==> config.mk <==
export PLATFORM = sky130hd
export DESIGN_NAME = ifq_frame_ptrs
export DESIGN_NICKNAME = d
export VERILOG_FILES = /design/src/rtl/ifq_pkg.sv /design/src/rtl/ifq_geom.sv /design/src/rtl/ifq_ptr_step.sv /design/src/rtl/ifq_ptr_reg.sv /design/src/rtl/ifq_frame_ptrs.sv
export SDC_FILE = /design/constraint.sdc
export NUM_CORES = 1
export LEC_CHECK = 0
export ABC_AREA = 0
export BUFFER_PORTS_ARGS = -buffer_cell sky130_fd_sc_hd__buf_2
export CORE_MARGIN = 2
export CORE_UTILIZATION = 53
export CTS_BUF_LIST = sky130_fd_sc_hd__clkbuf_8
export CTS_CLUSTER_DIAMETER = 100
export DETAILED_ROUTE_END_ITERATION = 8
export PLACE_DENSITY = 0.74
export SLEW_MARGIN = 10
export SYNTH_ARGS = -nofsm -noshare
export SYNTH_HDL_FRONTEND = slang
export SYNTH_SLANG_ARGS = --single-unit
==> constraint.sdc <==
create_clock -name clk_i -period 7.5 [get_ports clk_i]
set_input_delay 1.5 -clock clk_i [delete_from_list [all_inputs] [get_ports clk_i]]
set_output_delay 1.5 -clock clk_i [all_outputs]
set_load 0.02 [all_outputs]
==> src/rtl/ifq_pkg.sv <==
package ifq_pkg;
  typedef enum logic [1:0] {
    RA_CTRL = 2'd0,
    RA_DEQ  = 2'd1,
    RA_ENQ  = 2'd2,
    RA_NONE = 2'd3
  } reg_addr_e;

  localparam int unsigned CTRL_INC_BIT = 0;
  localparam int unsigned CTRL_Q_LSB   = 4;
  localparam int unsigned CTRL_F_LSB   = 8;
  localparam int unsigned CODE_W       = 4;
  localparam int unsigned RSV_LSBS     = 3;
endpackage

==> src/rtl/ifq_geom.sv <==
module ifq_geom #(
  parameter int unsigned PTR_W  = 32,
  parameter int unsigned CODE_W = 4,
  parameter int unsigned Q_MAX  = 10,
  parameter int unsigned F_MAX  = 9
) (
  input  logic [CODE_W-1:0] q_code_i,
  input  logic [CODE_W-1:0] f_code_i,
  output logic [PTR_W-1:0]  step_o,
  output logic [PTR_W-1:0]  mask_o
);
  int unsigned q_eff, f_eff, f_log, w_log;

  always_comb begin
    q_eff  = (32'(q_code_i) > Q_MAX) ? Q_MAX : 32'(q_code_i);
    f_eff  = (32'(f_code_i) > F_MAX) ? F_MAX : 32'(f_code_i);
    f_log  = f_eff + 3;
    w_log  = q_eff + 1 + f_log;
    step_o = PTR_W'(1) << f_log;
    mask_o = (PTR_W'(1) << w_log) - PTR_W'(1);
  end
endmodule

==> src/rtl/ifq_ptr_step.sv <==
module ifq_ptr_step #(
  parameter int unsigned PTR_W = 32
) (
  input  logic [PTR_W-1:0] ptr_i,
  input  logic [PTR_W-1:0] step_i,
  input  logic [PTR_W-1:0] mask_i,
  output logic [PTR_W-1:0] nxt_o
);
  logic [PTR_W-1:0] sum;
  assign sum   = ptr_i + step_i;
  // only window offset bits move; carry out of the window is dropped
  assign nxt_o = (ptr_i & ~mask_i) | (sum & mask_i);
endmodule

==> src/rtl/ifq_ptr_reg.sv <==
module ifq_ptr_reg #(
  parameter int unsigned PTR_W = 32,
  parameter int unsigned RSV   = 3
) (
  input  logic               clk_i,
  input  logic               rst_ni,
  input  logic               wr_i,
  input  logic [PTR_W-1:RSV] wdata_i,
  input  logic               adv_i,
  input  logic [PTR_W-1:0]   nxt_i,
  output logic [PTR_W-1:0]   ptr_o
);
  logic [PTR_W-1:RSV] ptr_q;

  always_ff @(posedge clk_i or negedge rst_ni) begin
    if (!rst_ni)    ptr_q <= '0;
    else if (wr_i)  ptr_q <= wdata_i;
    else if (adv_i) ptr_q <= nxt_i[PTR_W-1:RSV];
  end

  assign ptr_o = {ptr_q, {RSV{1'b0}}};

  logic unused_nxt;
  assign unused_nxt = ^nxt_i[RSV-1:0];
endmodule

==> src/rtl/ifq_frame_ptrs.sv <==
module ifq_frame_ptrs
  import ifq_pkg::*;
#(
  parameter int unsigned PTR_W = 32,
  parameter int unsigned Q_MAX = 10,
  parameter int unsigned F_MAX = 9
) (
  input  logic             clk_i,
  input  logic             rst_ni,
  input  logic             reg_we_i,
  input  logic [1:0]       reg_addr_i,
  input  logic [PTR_W-1:0] reg_wdata_i,
  output logic [PTR_W-1:0] reg_rdata_o,
  input  logic             enq_stb_i,
  output logic [PTR_W-1:0] deq_ptr_o,
  output logic [PTR_W-1:0] enq_ptr_o,
  output logic             empty_o,
  output logic             full_o
);
  localparam int unsigned NPTR   = 2;
  localparam int unsigned IDX_D  = 0;
  localparam int unsigned IDX_E  = 1;
  localparam int unsigned CTRL_W = CTRL_F_LSB + CODE_W;

  logic              inc_q;
  logic [CODE_W-1:0] q_code_q, f_code_q;
  logic [PTR_W-1:0]  step, mask;
  logic [PTR_W-1:0]  ptr   [NPTR];
  logic [PTR_W-1:0]  nxt   [NPTR];
  logic [NPTR-1:0]   wr, adv;
  logic              ctrl_wr;

  assign ctrl_wr = reg_we_i && (reg_addr_e'(reg_addr_i) == RA_CTRL);
  assign wr[IDX_D] = reg_we_i && (reg_addr_e'(reg_addr_i) == RA_DEQ);
  assign wr[IDX_E] = reg_we_i && (reg_addr_e'(reg_addr_i) == RA_ENQ);

  always_ff @(posedge clk_i or negedge rst_ni) begin
    if (!rst_ni) begin
      inc_q    <= 1'b0;
      q_code_q <= '0;
      f_code_q <= '0;
    end else if (ctrl_wr) begin
      inc_q    <= reg_wdata_i[CTRL_INC_BIT];
      q_code_q <= reg_wdata_i[CTRL_Q_LSB +: CODE_W];
      f_code_q <= reg_wdata_i[CTRL_F_LSB +: CODE_W];
    end else if (inc_q) begin
      inc_q    <= 1'b0;
    end
  end

  ifq_geom #(.PTR_W(PTR_W), .CODE_W(CODE_W), .Q_MAX(Q_MAX), .F_MAX(F_MAX)) u_geom (
    .q_code_i(q_code_q),
    .f_code_i(f_code_q),
    .step_o  (step),
    .mask_o  (mask)
  );

  assign empty_o = (ptr[IDX_D] == ptr[IDX_E]);
  assign full_o  = (nxt[IDX_E] == ptr[IDX_D]);

  assign adv[IDX_D] = inc_q && !empty_o;
  assign adv[IDX_E] = enq_stb_i && !full_o;

  for (genvar i = 0; i < NPTR; i++) begin : g_ptr
    ifq_ptr_step #(.PTR_W(PTR_W)) u_step (
      .ptr_i (ptr[i]),
      .step_i(step),
      .mask_i(mask),
      .nxt_o (nxt[i])
    );
    ifq_ptr_reg #(.PTR_W(PTR_W), .RSV(RSV_LSBS)) u_reg (
      .clk_i  (clk_i),
      .rst_ni (rst_ni),
      .wr_i   (wr[i]),
      .wdata_i(reg_wdata_i[PTR_W-1:RSV_LSBS]),
      .adv_i  (adv[i]),
      .nxt_i  (nxt[i]),
      .ptr_o  (ptr[i])
    );
  end

  assign deq_ptr_o = ptr[IDX_D];
  assign enq_ptr_o = ptr[IDX_E];

  always_comb begin
    reg_rdata_o = '0;
    unique case (reg_addr_e'(reg_addr_i))
      RA_CTRL: begin
        reg_rdata_o[CTRL_INC_BIT]          = inc_q;
        reg_rdata_o[CTRL_Q_LSB +: CODE_W]  = q_code_q;
        reg_rdata_o[CTRL_F_LSB +: CODE_W]  = f_code_q;
      end
      RA_DEQ:  reg_rdata_o = ptr[IDX_D];
      RA_ENQ:  reg_rdata_o = ptr[IDX_E];
      default: reg_rdata_o = '0;
    endcase
  end

  logic unused_wdata;
  assign unused_wdata = ^{reg_wdata_i[PTR_W-1:CTRL_W], reg_wdata_i[CTRL_Q_LSB-1:1]};
endmodule

### Word-level counts from Yosys, hierarchy flattened

Index checks and enable logic that the tools add are counted.

| cells by class | value |
|---|---|
| add/sub/neg operators | 6 |
| order comparisons | 2 |
| equal/unequal tests | 4 |
| shifts and indexed selects | 2 |
| mux-type cells | 11 |
| bitwise logic cells | 7 |
| reduce and logical (&&, ||, !) cells | 10 |

Operators with widths:

| operator | number |
|---|---|
| $and 32x32->32 | 4 |
| $mux 29 | 4 |
| $add 32x32->32 | 3 |
| $or 32x32->32 | 2 |
| $shl 1x32->32 const A | 2 |
| $pmux 20 s2 | 1 |
| $add 32x1->32 const B | 1 |
| $add 32x2->32 const B | 1 |
| $eq 32x32->1 | 1 |
| $not 32->32 | 1 |
| $sub 32x2->32 const B | 1 |
| $eq 29x29->1 | 1 |
| $pmux 8 s3 | 1 |
| $gt 4x4->1 const B | 2 |
| $mux 4 | 2 |
| $pmux 3 s2 | 1 |
| $logic_and 1x1->1 | 5 |
| $reduce_bool 2->1 | 2 |
| $eq 2x1->1 const B | 1 |
| $eq 2x2->1 const B | 1 |
| $logic_not 1->1 | 2 |
| $logic_not 2->1 | 1 |
| $mux 1 | 2 |

| word-level totals | value |
|---|---|
| register bits after elaboration | 67 |
| input bits | 38 |
| output and inout port bits | 98 |
| logic and storage cells | 47 |

### Longest topological paths before layout

| depth | value |
|---|---|
| depth in word-level cells | 14 |
| gate-level depth with buffers | 27 |
| mapped depth without buffers | 22 |

### Modules after synthesis

From an unflattened synthesis, not the netlist that was laid out.

| unflattened totals | value |
|---|---|
| cells, all modules | 1,157 |
| area total of the unflattened synthesis | 9,562.9 um^2 |

By module, submodules not included:

| module | times used | cells an instance | area each (um^2) | sequential area each (um^2) |
|---|---|---|---|---|
| ifq_ptr_step | 2 | 259 | 1,995.7 | 0.0 |
| ifq_ptr_reg | 2 | 129 | 1,361.3 | 725.7 |
| ifq_frame_ptrs | 1 | 191 | 1,596.5 | 225.2 |
| ifq_geom | 1 | 190 | 1,252.5 | 0.0 |

### Least setup slack after synthesis

OpenSTA, ideal clock, no wires.

| path | value |
|---|---|
| path type | register -> output |
| from | register f_code_q[2] |
| to | output port full_o |
| data arrival time | 5.448 ns |
| required time | 6.000 ns |
| path slack | 0.552 ns |
| stages on the path, launching flop included | 25 |
| buffers on the path | 4 |
| cell sequence | dfrtp_1 > clkbuf_1 > or2_2 > a21oi_1 > ha_1 > fa_1 > clkbuf_1 > nor3b_1 > and3_1 > a21o_1 > clkbuf_1 > nand3_1 > ha_1 > inv_1 > a211o_1 > o31a_1 > nor2_1 > clkbuf_1 > o2bb2ai_1 > nor4_1 > nand4_1 > a2111oi_0 > nand4_1 > nor4_1 > and4_1 |

| on the way | value |
|---|---|
| cells in the longest elaborated chain, start to end | 10 |
| elaborated cells between the ends (all ways) | 13 |
| those cells by class | add/sub (4); order compare (1); eq/ne (1); shift (2); mux (1); bitwise (4) |

Ends and longest elaborated chain:

| what | RTL line | source |
|---|---|---|
| from (decl) | ifq_frame_ptrs.sv:26 | `logic [CODE_W-1:0] q_code_q, f_code_q;` |
| from (signal assigned) | ifq_frame_ptrs.sv:45 | `f_code_q <= reg_wdata_i[CTRL_F_LSB +: CODE_W];` |
| $gt 4x4->1 | ifq_geom.sv:16 | `f_eff = (32'(f_code_i) > F_MAX) ? F_MAX : 32'(f_code_i);` |
| $mux 4 (*) | ifq_geom.sv:16 |  |
| $add 32x2->32 (*) | ifq_geom.sv:17 | `f_log = f_eff + 3;` |
| $add 32x32->32 | ifq_geom.sv:18 | `w_log = q_eff + 1 + f_log;` |
| $shl 1x32->32 | ifq_geom.sv:20 | `mask_o = (PTR_W'(1) << w_log) - PTR_W'(1);` |
| $sub 32x2->32 | ifq_geom.sv:20 |  |
| $not 32->32 | ifq_ptr_step.sv:12 | `assign nxt_o = (ptr_i & ~mask_i) \| (sum & mask_i);` |
| $and 32x32->32 | ifq_ptr_step.sv:12 |  |
| $or 32x32->32 (*) | ifq_ptr_step.sv:12 |  |
| $eq 32x32->1 (*) | ifq_frame_ptrs.sv:59 | `assign full_o = (nxt[IDX_E] == ptr[IDX_D]);` |
| to (decl) | ifq_frame_ptrs.sv:18 | `output logic full_o` |

Every way passes the cells marked *; elsewhere a longest branch is shown, timed or not.

### Worst setup path in the final report

Ends and elaborated chain as after synthesis.

==> results.ini <==
[global_routing]
grt_overflow=0
grt_max_degree=68
gr-usage-met2=0.640
grt_util_met3=0.112
grt.met1_usage=0.623
busiest_layer=met2
grt_pass1_vias=11231
antenna_found_initial=0
grt_pass1_wl_microns=67600
groute.usage.overall=0.435

[drt]
drt_first_iter_violations=1482
detail_route.wl_per_cell_microns=24.8
drt_pre_antenna_iters=9
detail-route-antenna-nets=0
vias=12663
routed_via_density=6.72
detail_route.wirelength_microns=46700
drc=3

[placement]
finalWeightedCongestion=1.05
place_inst=1847
port_buffers=125
dp.final_hpwl_microns=35400

[timing]
clock_skew_ns=0.0142
timing.fmax_ghz=0.136
timing.final.crit_share=0.982
finalMaxSlewViolations=0
maxSlewHeadroom=0.138
min_tclk_post_route_ns=7.36
worst_max_slew_pin_slew_ns=1.26
finalSetupViolations=0
tns_ns=0
timing_hold_violations_final=0
smallest_hold_slack_ns=0.585

[status]
status=finished, violations left
violations=DRC

[clock_tree]
cts_made_buffers=9
number_of_hold_buffers_added_after_cts=0
cts.htree.levels=3
clk_pin_slew_worst_paths_ns=0.09
clockBufferDepth=2
clk_latency_ns=0.40
cts_tree=built
root_buffer=sky130_fd_sc_hd__clkbuf_8
tritoncts_num_sinks=67

[synthesis]
synthArstFlopShare=1.00
synth.distinct_cells=95
synth_warnings=0
yosysSeqAreaShare=0.160
mappedNetlistArea_sq_mm=0.0105
yosys.area.top_type=sky130_fd_sc_hd__dfrtp_1
synth-main-ff-cell=sky130_fd_sc_hd__dfrtp_1
synth-seq-cells=67
post-synth-top-area-fraction=0.160
number_of_flops_mapped_to_enable_cells_by_yosys=0
synthesis.instances=1426
syn_avg_cell_area_sq_um=7.36
synth_area_leaders=sky130_fd_sc_hd__dfrtp_1 16%, sky130_fd_sc_hd__ha_1 8.0%, sky130_fd_sc_hd__a21oi_1 5.1%

[floorplanning]
die_h_microns=145
placeableCoreArea_sq_mm=0.0195
num_io_pins=136
chipWidth_microns=145
initial_util=0.539
num_rows=51
die_area_sq_mm=0.0209

[critical_path]
critPathLaunchType=flip-flop
crit_path_end_kind=output port
worst-endpoint-required_ns=6.00
criticalPathCategory=flip-flop to output port
critical_path_arrival_ns=5.86
cp_max_fo=8

[min_path]
worstHoldPathType=flip-flop to flip-flop

[final_layout]
n_antenna_cell=0
ff_latch_area_sq_mm=0.00168
layout_cell_share_with_drive_strength_beyond_1=0.216
post_layout_nonfiller_instances=1884
design.final.nets=1722
mostFrequentLayoutCell=sky130_fd_sc_hd__nor2_1
fillers=1767
areaGrowthSynthToFinish_pct=19.1
top_library_cells_by_usage_in_the_layout_fill_and_taps_aside=133 x sky130_fd_sc_hd__nor2_1, 124 x sky130_fd_sc_hd__buf_2, 107 x sky130_fd_sc_hd__nand2_1
multi_input_comb_area_sq_mm=0.00877

[run]
max_cap_violations=0

final cells by class:
cell class,instances,share of cell area
Multi-Input combinational cell,1269,0.702
Sequential cell,67,0.135
Timing Repair Buffer,221,0.109
Tap cell,265,0.0265
Inverter,46,0.0140
Clock buffer,9,0.00991
Clock inverter,7,0.00360
per-stage QoR:
| stage | util | cell area (sq um) | worst slack, ns |
|---|---|---|---|
| 2_1_floorplan | - | 10600 | 0.552 |
| 3_3_place_gp | 0.605 | 11800 | 0.119 |
| 3_5_place_dp | 0.605 | 11800 | 0.0823 |
| 4_1_cts | 0.620 | 12100 | 0.00556 |
| 5_1_grt | 0.642 | 12500 | -0.0476 |
| 6_report | 0.642 | 12500 | 0.137 |
cell usage after synthesis, types with 10 or more instances:
master                     number
sky130_fd_sc_hd__ha_1          67
sky130_fd_sc_hd__clkbuf_1      60
sky130_fd_sc_hd__nand2b_1      17
sky130_fd_sc_hd__o31ai_1       16
sky130_fd_sc_hd__mux2_2        17
sky130_fd_sc_hd__nand2_1      108
sky130_fd_sc_hd__and3_1        17
sky130_fd_sc_hd__nor2b_1       36
sky130_fd_sc_hd__a21oi_1      106
sky130_fd_sc_hd__a21o_1        28
sky130_fd_sc_hd__o21bai_1      11
sky130_fd_sc_hd__o21ai_0       87
sky130_fd_sc_hd__nor3_1        51
sky130_fd_sc_hd__nand4_1       21
sky130_fd_sc_hd__dfrtp_1       67
sky130_fd_sc_hd__a211oi_1      14
sky130_fd_sc_hd__xor2_1        30
sky130_fd_sc_hd__and2_1        13
sky130_fd_sc_hd__nor4_1        15
sky130_fd_sc_hd__xnor2_1       58
sky130_fd_sc_hd__nor2_1       139
sky130_fd_sc_hd__o211ai_1      14
sky130_fd_sc_hd__a31oi_1       37
sky130_fd_sc_hd__inv_1         46
sky130_fd_sc_hd__mux2i_1       27
sky130_fd_sc_hd__a22oi_1       30
sky130_fd_sc_hd__or3_1         21
sky130_fd_sc_hd__o22ai_1       10
sky130_fd_sc_hd__or4_1         10
sky130_fd_sc_hd__o21a_1        10
sky130_fd_sc_hd__nand3_1       60
routing by layer:
metal  vias to the layer above  routed length [microns]
met5                         -                        0
met4                         0                     1390
met3                       106                     6340
met2                       838                    19700
met1                      6008                    19200
li1                       5711                        -
path summary, 6_finish.rpt:
kind                                         startpoint                                    to  slack, ns  cells past startpoint
worst max-delay path            f_code_q[2]$_DFFE_PN0P_                                full_o       0.14                     19
max in group asynchronous                        rst_ni               f_code_q[1]$_DFFE_PN0P_       5.53                      2
min in group asynchronous                        rst_ni  g_ptr[1].u_reg.ptr_q[11]$_DFFE_PN0P_       1.32                      2
worst min-delay path            q_code_q[0]$_DFFE_PN0P_               q_code_q[0]$_DFFE_PN0P_       0.59                      1
worst min register to register  q_code_q[0]$_DFFE_PN0P_               q_code_q[0]$_DFFE_PN0P_       0.59                      1
worst max register to register  f_code_q[2]$_DFFE_PN0P_  g_ptr[1].u_reg.ptr_q[18]$_DFFE_PN0P_       0.92                     24
critical path, stage by stage, from the launching register on:
cell and delay (ns):
sky130_fd_sc_hd__dfrtp_2 0.46, sky130_fd_sc_hd__or2_2 0.35, sky130_fd_sc_hd__a21oi_4 0.17, sky130_fd_sc_hd__ha_4 0.16, sky130_fd_sc_hd__inv_1 0.07, sky130_fd_sc_hd__ha_4 0.28, sky130_fd_sc_hd__nor2b_1 0.27, sky130_fd_sc_hd__nor3_1 0.14
sky130_fd_sc_hd__a221o_2 0.41, sky130_fd_sc_hd__o31ai_2 0.52, sky130_fd_sc_hd__o211ai_1 0.26, sky130_fd_sc_hd__or2_1 0.39, sky130_fd_sc_hd__o21ai_0 0.42, sky130_fd_sc_hd__nor4b_2 0.28, sky130_fd_sc_hd__nand4_1 0.15, sky130_fd_sc_hd__nor4b_2 0.28
sky130_fd_sc_hd__nand4_1 0.20, sky130_fd_sc_hd__nor4_4 0.28, sky130_fd_sc_hd__and4_1 0.22, sky130_fd_sc_hd__buf_4 0.14
repair_timing:
action	in CTS	in global routing
pin swaps	4	18
setup buffers	3	18
cloned	0	0
setup endpoints to repair	1	1
gates resized for setup	23	55
cell families after synthesis:
family                     count (synthesis)  share of synthesized area
AOI/OAI and AO/OA                        466                      0.303
xor gates and xnor gates                  90                     0.0779
adders and majority gates                 70                     0.0856
buffers and inverters                    129                     0.0534
DFF                                       67                      0.160
muxes                                     47                     0.0483
other                                      1                   0.000357
and+or+nand+nor                          556                      0.272
Power is left out: the tool's default activity adds up to more than one toggle a clock period on the data nets, which glitch-free logic cannot reach.
